--- src/rtl/gpio_pkg.sv ---
package gpio_pkg;

    typedef struct packed {
        logic pu;
        logic pp;
        logic oe;
    } pin_cfg_t;

    localparam logic [4:0] SEL_ADDR = 5'h10;
    localparam logic [4:0] CFG_ADDR = 5'h11;

    function automatic logic [4:0] dout_addr(input int p);
        return (p < 2) ? 5'(4 * p) : 5'(8 + 2 * (p - 2));
    endfunction

    function automatic logic [4:0] din_addr(input int p);
        return dout_addr(p) + 5'd1;
    endfunction

    function automatic logic [4:0] en_addr(input int p);
        return dout_addr(p) + 5'd2;
    endfunction

    function automatic logic [4:0] sts_addr(input int p);
        return dout_addr(p) + 5'd3;
    endfunction

endpackage

--- src/rtl/gpio_sync.sv ---
module gpio_sync #(
    parameter int W  = 29,
    parameter int EW = 16
) (
    input  logic          clk,
    input  logic          rst_n,
    input  logic [W-1:0]  raw,
    output logic [W-1:0]  lvl,
    output logic [EW-1:0] rise
);
    logic [W-1:0]  s1_q, s2_q;
    logic [EW-1:0] prev_q;
    logic [1:0]    age_q;

    always_ff @(posedge clk) begin
        if (!rst_n) begin
            s1_q   <= '0;
            s2_q   <= '0;
            prev_q <= '0;
            age_q  <= '0;
        end else begin
            s1_q   <= raw;
            s2_q   <= s1_q;
            prev_q <= s2_q[EW-1:0];
            if (age_q != 2'd3) age_q <= age_q + 2'd1;
        end
    end

    assign lvl  = s2_q;
    assign rise = s2_q[EW-1:0] & ~prev_q;


    sync_latency_chk: assert property (@(posedge clk) disable iff (!rst_n)
        (age_q >= 2'd2) |-> (lvl == $past(raw, 2)));

endmodule

--- src/rtl/gpio_evt.sv ---
module gpio_evt #(
    parameter int W = 8
) (
    input  logic         clk,
    input  logic         rst_n,
    input  logic         en_we,
    input  logic         sts_we,
    input  logic [W-1:0] wdata,
    input  logic [W-1:0] rise,
    output logic [W-1:0] en_q,
    output logic [W-1:0] sts_q,
    output logic         irq
);
    logic [W-1:0] hit, clr;

    assign hit = rise & en_q;
    assign clr = sts_we ? wdata : '0;

    always_ff @(posedge clk) begin
        if (!rst_n) begin
            en_q  <= '0;
            sts_q <= '0;
        end else begin
            if (en_we) en_q <= wdata;
            sts_q <= (sts_q & ~clr) | hit;
        end
    end

    assign irq = |(sts_q & en_q);


    evt_set_chk: assert property (@(posedge clk) disable iff (!rst_n)
        (|hit) |=> ((sts_q & $past(hit)) == $past(hit)));


    evt_clr_chk: assert property (@(posedge clk) disable iff (!rst_n)
        sts_we |=> ((sts_q & $past(wdata & ~hit)) == '0));

endmodule

--- src/rtl/gpio_pincfg.sv ---
module gpio_pincfg
    import gpio_pkg::*;
#(
    parameter int NPINS = 29
) (
    input  logic             clk,
    input  logic             rst_n,
    input  logic             sel_we,
    input  logic             cfg_we,
    input  logic [2:0]       sel_port,
    input  logic [2:0]       sel_bit,
    input  logic [2:0]       cfg_wr,
    output logic [7:0]       sel_q,
    output logic [2:0]       cfg_rd,
    output logic [NPINS-1:0] oe,
    output logic [NPINS-1:0] pp,
    output logic [NPINS-1:0] pu
);
    logic [5:0] idx;
    logic       hit;
    pin_cfg_t   cfg_q [NPINS];

    always_ff @(posedge clk) begin
        if (!rst_n) sel_q <= '0;
        else if (sel_we) sel_q <= {1'b0, sel_port, 1'b0, sel_bit};
    end

    assign idx = {sel_q[6:4], sel_q[2:0]};
    assign hit = (int'(idx) < NPINS);

    for (genvar i = 0; i < NPINS; i++) begin : g_pin
        always_ff @(posedge clk) begin
            if (!rst_n) cfg_q[i] <= '0;
            else if (cfg_we && hit && idx == 6'(i)) cfg_q[i] <= pin_cfg_t'(cfg_wr);
        end
        assign oe[i] = cfg_q[i].oe;
        assign pp[i] = cfg_q[i].pp;
        assign pu[i] = cfg_q[i].pu;
    end

    always_comb begin
        cfg_rd = '0;
        for (int i = 0; i < NPINS; i++)
            if (hit && idx == 6'(i)) cfg_rd = cfg_q[i];
    end


    cfg_oor_chk: assert property (@(posedge clk) disable iff (!rst_n)
        (cfg_we && !hit) |=> $stable({oe, pp, pu}));

endmodule

--- src/rtl/gpio_ctrl.sv ---
module gpio_ctrl
    import gpio_pkg::*;
#(
    parameter int NPINS = 29
) (
    input  logic             clk,
    input  logic             rst_n,
    input  logic             wr_en,
    input  logic [4:0]       addr,
    input  logic [7:0]       wr_data,
    output logic [7:0]       rd_data,
    input  logic [NPINS-1:0] pin_in,
    output logic [NPINS-1:0] pad_out,
    output logic [NPINS-1:0] pad_oe,
    output logic [NPINS-1:0] pad_pu,
    output logic             irq
);
    localparam int NPORTS = (NPINS + 7) / 8;
    localparam int PADW   = NPORTS * 8;
    localparam int EVP    = (NPORTS < 2) ? NPORTS : 2;
    localparam int EW     = EVP * 8;

    logic [PADW-1:0]  dout_q;
    logic [PADW-1:0]  lvl_pad;
    logic [NPINS-1:0] lvl;
    logic [EW-1:0]    rise;
    logic [EW-1:0]    en_v, sts_v;
    logic [EVP-1:0]   irq_v;
    logic [NPINS-1:0] cfg_oe, cfg_pp, cfg_pu;
    logic [7:0]       sel_q;
    logic [2:0]       cfg_rd;

    for (genvar p = 0; p < NPORTS; p++) begin : g_port
        localparam int VALID = ((NPINS - p * 8) >= 8) ? 8 : (NPINS - p * 8);
        localparam logic [7:0] MASK = 8'((1 << VALID) - 1);
        always_ff @(posedge clk) begin
            if (!rst_n) dout_q[p*8 +: 8] <= '0;
            else if (wr_en && addr == dout_addr(p)) dout_q[p*8 +: 8] <= wr_data & MASK;
        end
    end

    gpio_sync #(.W(NPINS), .EW(EW)) u_sync (
        .clk(clk), .rst_n(rst_n), .raw(pin_in), .lvl(lvl), .rise(rise)
    );
    assign lvl_pad = PADW'(lvl);

    for (genvar p = 0; p < EVP; p++) begin : g_evt
        gpio_evt #(.W(8)) u_evt (
            .clk   (clk),
            .rst_n (rst_n),
            .en_we (wr_en && addr == en_addr(p)),
            .sts_we(wr_en && addr == sts_addr(p)),
            .wdata (wr_data),
            .rise  (rise[p*8 +: 8]),
            .en_q  (en_v[p*8 +: 8]),
            .sts_q (sts_v[p*8 +: 8]),
            .irq   (irq_v[p])
        );
    end
    assign irq = |irq_v;

    gpio_pincfg #(.NPINS(NPINS)) u_cfg (
        .clk     (clk),
        .rst_n   (rst_n),
        .sel_we  (wr_en && addr == SEL_ADDR),
        .cfg_we  (wr_en && addr == CFG_ADDR),
        .sel_port(wr_data[6:4]),
        .sel_bit (wr_data[2:0]),
        .cfg_wr  (wr_data[2:0]),
        .sel_q   (sel_q),
        .cfg_rd  (cfg_rd),
        .oe      (cfg_oe),
        .pp      (cfg_pp),
        .pu      (cfg_pu)
    );

    assign pad_out = dout_q[NPINS-1:0] & cfg_pp;
    assign pad_oe  = cfg_oe & (cfg_pp | ~dout_q[NPINS-1:0]);
    assign pad_pu  = cfg_pu;

    always_comb begin
        rd_data = '0;
        for (int p = 0; p < NPORTS; p++) begin
            if (addr == dout_addr(p)) rd_data = dout_q[p*8 +: 8];
            if (addr == din_addr(p))  rd_data = lvl_pad[p*8 +: 8];
        end
        for (int p = 0; p < EVP; p++) begin
            if (addr == en_addr(p))  rd_data = en_v[p*8 +: 8];
            if (addr == sts_addr(p)) rd_data = sts_v[p*8 +: 8];
        end
        if (addr == SEL_ADDR) rd_data = sel_q;
        if (addr == CFG_ADDR) rd_data = {5'b0, cfg_rd};
    end


    dout_to_pad_chk: assert property (@(posedge clk) disable iff (!rst_n)
        (wr_en && addr == dout_addr(0)) |=> (pad_out[7:0] == ($past(wr_data) & cfg_pp[7:0])));

endmodule

--- config.mk ---
export PLATFORM = sky130hd
export DESIGN_NAME = gpio_ctrl
export DESIGN_NICKNAME = d
export VERILOG_FILES = /design/src/rtl/gpio_pkg.sv /design/src/rtl/gpio_sync.sv /design/src/rtl/gpio_evt.sv /design/src/rtl/gpio_pincfg.sv /design/src/rtl/gpio_ctrl.sv
export SDC_FILE = /design/constraint.sdc
export NUM_CORES = 1
export LEC_CHECK = 0
export BUFFER_PORTS_ARGS = -buffer_cell sky130_fd_sc_hd__buf_4
export CAP_MARGIN = 20
export CORE_ASPECT_RATIO = 1.75
export CORE_MARGIN = 3
export CORE_UTILIZATION = 40
export DETAILED_ROUTE_END_ITERATION = 12
export PLACE_DENSITY_LB_ADDON = 0.08
export SYNTH_ARGS = -nofsm -noshare
export SYNTH_HDL_FRONTEND = slang
export SYNTH_SLANG_ARGS = --single-unit
--- constraint.sdc ---
create_clock -name clk -period 2.13 [get_ports clk]
set_input_delay 0 -clock clk [delete_from_list [all_inputs] [get_ports clk]]
set_output_delay 0 -clock clk [all_outputs]
set_load 0.005 [all_outputs]
After elaboration in Yosys (flattened, before gate mapping)
Memory sizes are Yosys's and may differ from the RTL's.
Cells that the tools add are included.
Widths: inputs -> output; s select.

storage, ports and cells
  register bits = 141
  RAM bits = 87
  output and inout bits = 96
  memories kept = 1

operators by class
  order comparisons = 1
  equal/unequal tests = 41
  multiplexer cells = 162
  bitwise gates (word level) = 45
  reductions and logical operators = 72

memories
  name         depth  width  rd ports  clocked after Yosys merged registers in  write ports  line               text
  u_cfg.cfg_q  29     3      29        0                                        29           gpio_pincfg.sv:21  pin_cfg_t cfg_q [NPINS];

operator list
  kind                number
  $mux 3              58
  $mux 8              16
  $mux 1              88
  $eq 6x5->1 const B  13
  $logic_and 1x1->1   69
  $and 29x29->29      2
  $and 8x8->8         6
  $eq 6x4->1 const B  8
  $not 29->29         1
  $or 1x1->1          29
  $or 29x29->29       1
  $eq 6x3->1 const B  4
  $eq 5x3->1 const B  4
  $eq 5x4->1 const B  4
  $and 16x16->16      1
  $not 16->16         1
  $not 8->8           2
  $or 8x8->8          2
  $reduce_or 16->1    1
  $eq 6x2->1 const B  2
  $eq 5x2->1 const B  2
  $eq 5x5->1 const B  2
  $eq 6x1->1 const B  1
  $logic_not 6->1     1
  other kinds (3)     3

Longest topological paths before layout
  word-level depth = 32
  depth in mapped cells = 9

Hierarchy
A second synthesis with hierarchy kept.

unflattened totals
  cells, all modules = 1135
  area total of the unflattened synthesis = 11203.2 µm²

by module, submodules not included
  module       instances  cells each  area each (µm²)  sequential area each (µm²)
  gpio_pincfg  1          450         4798.4           2732.6
  gpio_ctrl    1          385         2870.3           580.6
  gpio_sync    1          172         2128.3           1481.4
  gpio_evt     2          64          703.2            320.3

Worst setup path after synthesis
Ideal clock, no wire load.

  path kind = register to register
  from = register u_cfg.sel_q[2]
  to = memory u_cfg.cfg_q[23][0] in the netlist's numbering, enable pin
  setup time = 344 ps
  arrival time = 1555 ps
  required time = 1786 ps
  path slack = 230 ps
  cell stages (with the launch flop) = 6
  buffers on the path = 1
  clock period less this slack = 1900 ps
  cells stage by stage = dfxtp_1 -> buf_6 -> inv_1 -> nor3_2 -> nand2_1 -> o21ai_0

RTL lines
  item                    line               text
  from (decl)             gpio_pincfg.sv:13  output logic [7:0] sel_q,
  from (signal assigned)  gpio_pincfg.sv:25  else if (sel_we) sel_q <= {1'b0, sel_port, 1'b0, sel_bit};
  to (decl)               gpio_pincfg.sv:21

Final worst setup path
  from = register u_cfg.sel_q[5]
  to = output rd_data[0]

on the way
  cells in the longest elaborated chain, start to end = 32

RTL lines
  item                                           line                                  text
  $lt 6x5->1 or $logic_not 6->1 (tied branches)  gpio_pincfg.sv:29, gpio_pincfg.sv:44
  $logic_and 1x1->1                              gpio_pincfg.sv:44                     if (hit && idx == 6'(i)) cfg_rd = cfg_q[i];
  $mux 3 (28 in a row)                           gpio_pincfg.sv:44
  $mux 3 *                                       gpio_pincfg.sv:44
  $mux 8 *                                       gpio_ctrl.sv:92                       if (addr == CFG_ADDR) rd_data = {5'b0, cfg_rd};
  to (decl)                                      gpio_ctrl.sv:11                       output logic [7:0] rd_data,

Every way passes the cells marked *; elsewhere a longest branch is shown, timed or not.

==> reports/results.tsv <==
metric	value	unit
synth_top_area_share	26.4	%
grt_pass1_wl	61.2	mm
antenna_found_initial	0	
min_period_over_period	128	%
die_w	130	um
drtPass1Iterations	5	
ant_nets	0	
crit_family	compound AO/OA/AOI/OAI gates	
total_power	9350	uW
hold_class	input pin to register	
numCtsBuffers	23	
met1_usage	30.0	%
stdcell_count	1773	
grt_max_degree	73	
fin_skew	0.0125	ns
clockPowerShare	41.4	%
drt-wirelength-per-cell	23.8	um
yosysWarnings	0	
drive_gt1_share	28.1	%
setup_ws	-0.607	ns
io_pins	141	
num_vias	9924	
pwr-share-seq	50.6	%
combPwrFrac	8.0	%
rows	78	
setup_violations	3	
htree_levels	1	
crit_top_cell	buf_4	
synth_compound_area_share	15.7	%
yosysSeqAreaShare	50.8	%
drv_slew	0	
start_util	40.9	%
critPathLaunchType	register	
rsz0062_at_grt	true	
drt-total-wl	42.2	mm
placedCellCount	1678	
rr_worst_depth	9	
worst_pin_slew	0.683	ns
synth.cell_area	10700	um2
violations	negative setup slack	
met3_usage	3.73	%
end_kind	output port	
synth_flop_cell	dfxtp_1	
synth_mux_area_share	4.28	%
drt_iter0_markers	696	
busiest_layer	met2	
path_clk_slew	0.07	ns
synth_edf_count	87	
io_buffers	140	
status	complete, but fails checks	
slew_headroom	54.2	%
core_area	26200	um2
track_usage	28.3	%
synth_area_leaders	dfxtp_1 (26%), edfxtp_1 (24%), and2_1 (6.1%)	
grt.overflow.total	0	
p_int	7120	uW
diodes	0	
synth_top_area_cell	dfxtp_1	
cp_slowest_cell	nor4b_4	
critPathKind	register to output port	
nNetsFinal	1481	
ys_ff_latch	228	
vias_per_cell	5.60	
fillers	2451	
cts_buffer_depth	3	
p_leak	0.00571	uW
min_period	2.74	ns
worst_ep_arrival_time	2.74	ns
cp_cell_sequence	buf_4 > nor4b_4 > buf_4 > nand3_1 > and4_1 > o221ai_2 > a221o_1 > a211o_1 > buf_6	
utilization	55.4	%
swShare	23.8	%
place_ws	-0.296	ns
synth_top_family_by_area	simple AND/OR/NAND/NOR gates	
syn_area_per_cell	9.21	um2
grtUsageMet2	52.2	%
ir_drop	0.000635	V
hold_depth	4	
gp_congestion	0.993	
cts_root_buf	clkbuf_16	
grt_pass1_vias	10048	
synthesis.nets	1207	
die_y	222	um
finalHoldViolations	0	
post-dp-hpwl	31.0	mm
crit_fanout	6	
drv_cap	0	
cpPeakStageDelay	0.39	ns
ys_async_sr_fraction	0	%
syn_to_final_growth	35.5	%
die_area	28800	um2
critical_path_depth	9	
synthDistinctLibCells	72	
p_sw	2230	uW
clk_latency	0.53	ns
netlist_top_cells_count	dfxtp_1 (141), nor2_1 (131), nand2_1 (119)	
cts_tree	yes	
required	2.13	ns
fmax	365	MHz
pwr_density_cell	645	nW/um2
synth_most_common_cell	dfxtp_1	
synth_xor_area_share	0	%
synthAdderAreaFrac	0	%
synthSimpleGateAreaFrac	23.7	%
drc	0	
critPathBufInv	3	
clock_sinks	228	
syn-instance-count	1162	
## state kept, by name (all words and copies together) (netlist names)
name	count
u_sync.lvl	29
dout_q	29
u_cfg.cfg_q	87
u_sync.s1_q	29
u_cfg.sel_q	6
u_sync.prev_q	16
g_evt.u_evt.sts_q	16
g_evt.u_evt.en_q	16
## layout make-up
class | count | area (um2) | share of cell area, %
clock buffer | 27 | 601 | 4.14
clock inverter | 15 | 109 | 0.751
inverter | 59 | 221 | 1.53
multi-input combinational | 790 | 4970 | 34.3
sequential | 228 | 5450 | 37.6
tap | 320 | 400 | 2.76
timing repair buffer | 334 | 2750 | 18.9
## cell usage in the layout, fill, tap and decap left out, types with 14 or more instances in the layout
master and count:
a21oi_1 61, a21boi_0 25, nor2_1 130, o21ai_0 22, a32oi_1 22, dfxtp_1 134
o21ai_2 20, and3_1 14, nand3_1 56, mux2i_1 30, inv_1 57, dlygate4sd3_1 41
edfxtp_1 87, nand2_1 116, and2_1 104, clkbuf_16 26, buf_4 280
## through the flow
| stage | TNS, ns | hold slack (ns) | cell area (um2) |
|---|---|---|---|
| after floorplan | 0 | 0.127 | 10700 |
| after global placement | -1.23 | 0.210 | 12900 |
| after detailed placement | -2.32 | 0.210 | 12900 |
| after CTS | -1.87 | 0.0162 | 14200 |
| after global routing | -4.19 | 0.0581 | 14500 |
| final | -1.68 | 0.0349 | 14500 |
## routing by layer
metal	up-vias	share of wire [%]
met2	382	53
li1	4639	-
met5	-	0
met4	0	7.0
met3	108	4.6
met1	4795	35
## final timing paths
check | from | endpoint | slack, ns
max | u_cfg.sel_q[5] | rd_data[0] | -0.61
min | addr[1] | u_cfg.sel_q[0] | 0.03
max reg2reg | u_cfg.sel_q[0] | u_cfg.cfg_q[9][0] | 0.01
min reg2reg | u_sync.s1_q[28] | u_sync.lvl[28] | 0.43
## logic make-up (layout without fill, tap and decap cells)
| family | after synthesis | in the layout |
|---|---|---|
| and+or+nand+nor | 500 | 500 |
| DFF | 228 | 228 |
| buffers and inverters | 144 | 435 |
| AOI/OAI and AO/OA | 252 | 252 |
| muxes | 38 | 38 |
## power groups by stage
stage,clock [uW],sequential (uW),combinational [uW]
after global routing,4130,4740,798
after CTS,3960,4730,718
after detailed placement,0,4830,646
after global placement,0,4830,643
final,3880,4730,747
after floorplan,0,4780,308
## worst register-to-register path, stage by stage (launching register included)
cell	delay, ns
dfxtp_4	0.38
buf_8	0.15
buf_4	0.14
nor2_2	0.12
buf_4	0.11
nor2_1	0.04
a21oi_2	0.20
nand3_4	0.17
clkbuf_16	0.27
o21ai_2	0.23
## repair_timing
item / 4_1_cts / 5_1_grt
hold buffers: 41 / 0
buffers inserted: 10 / 0
resized for setup: 54 / 49
endpoints found under the hold margin: 109 / 0
gates cloned: 0 / 3
setup endpoints to repair: 54 / 148
pin swaps: 9 / 10
Power figures use the tool's default switching activity.
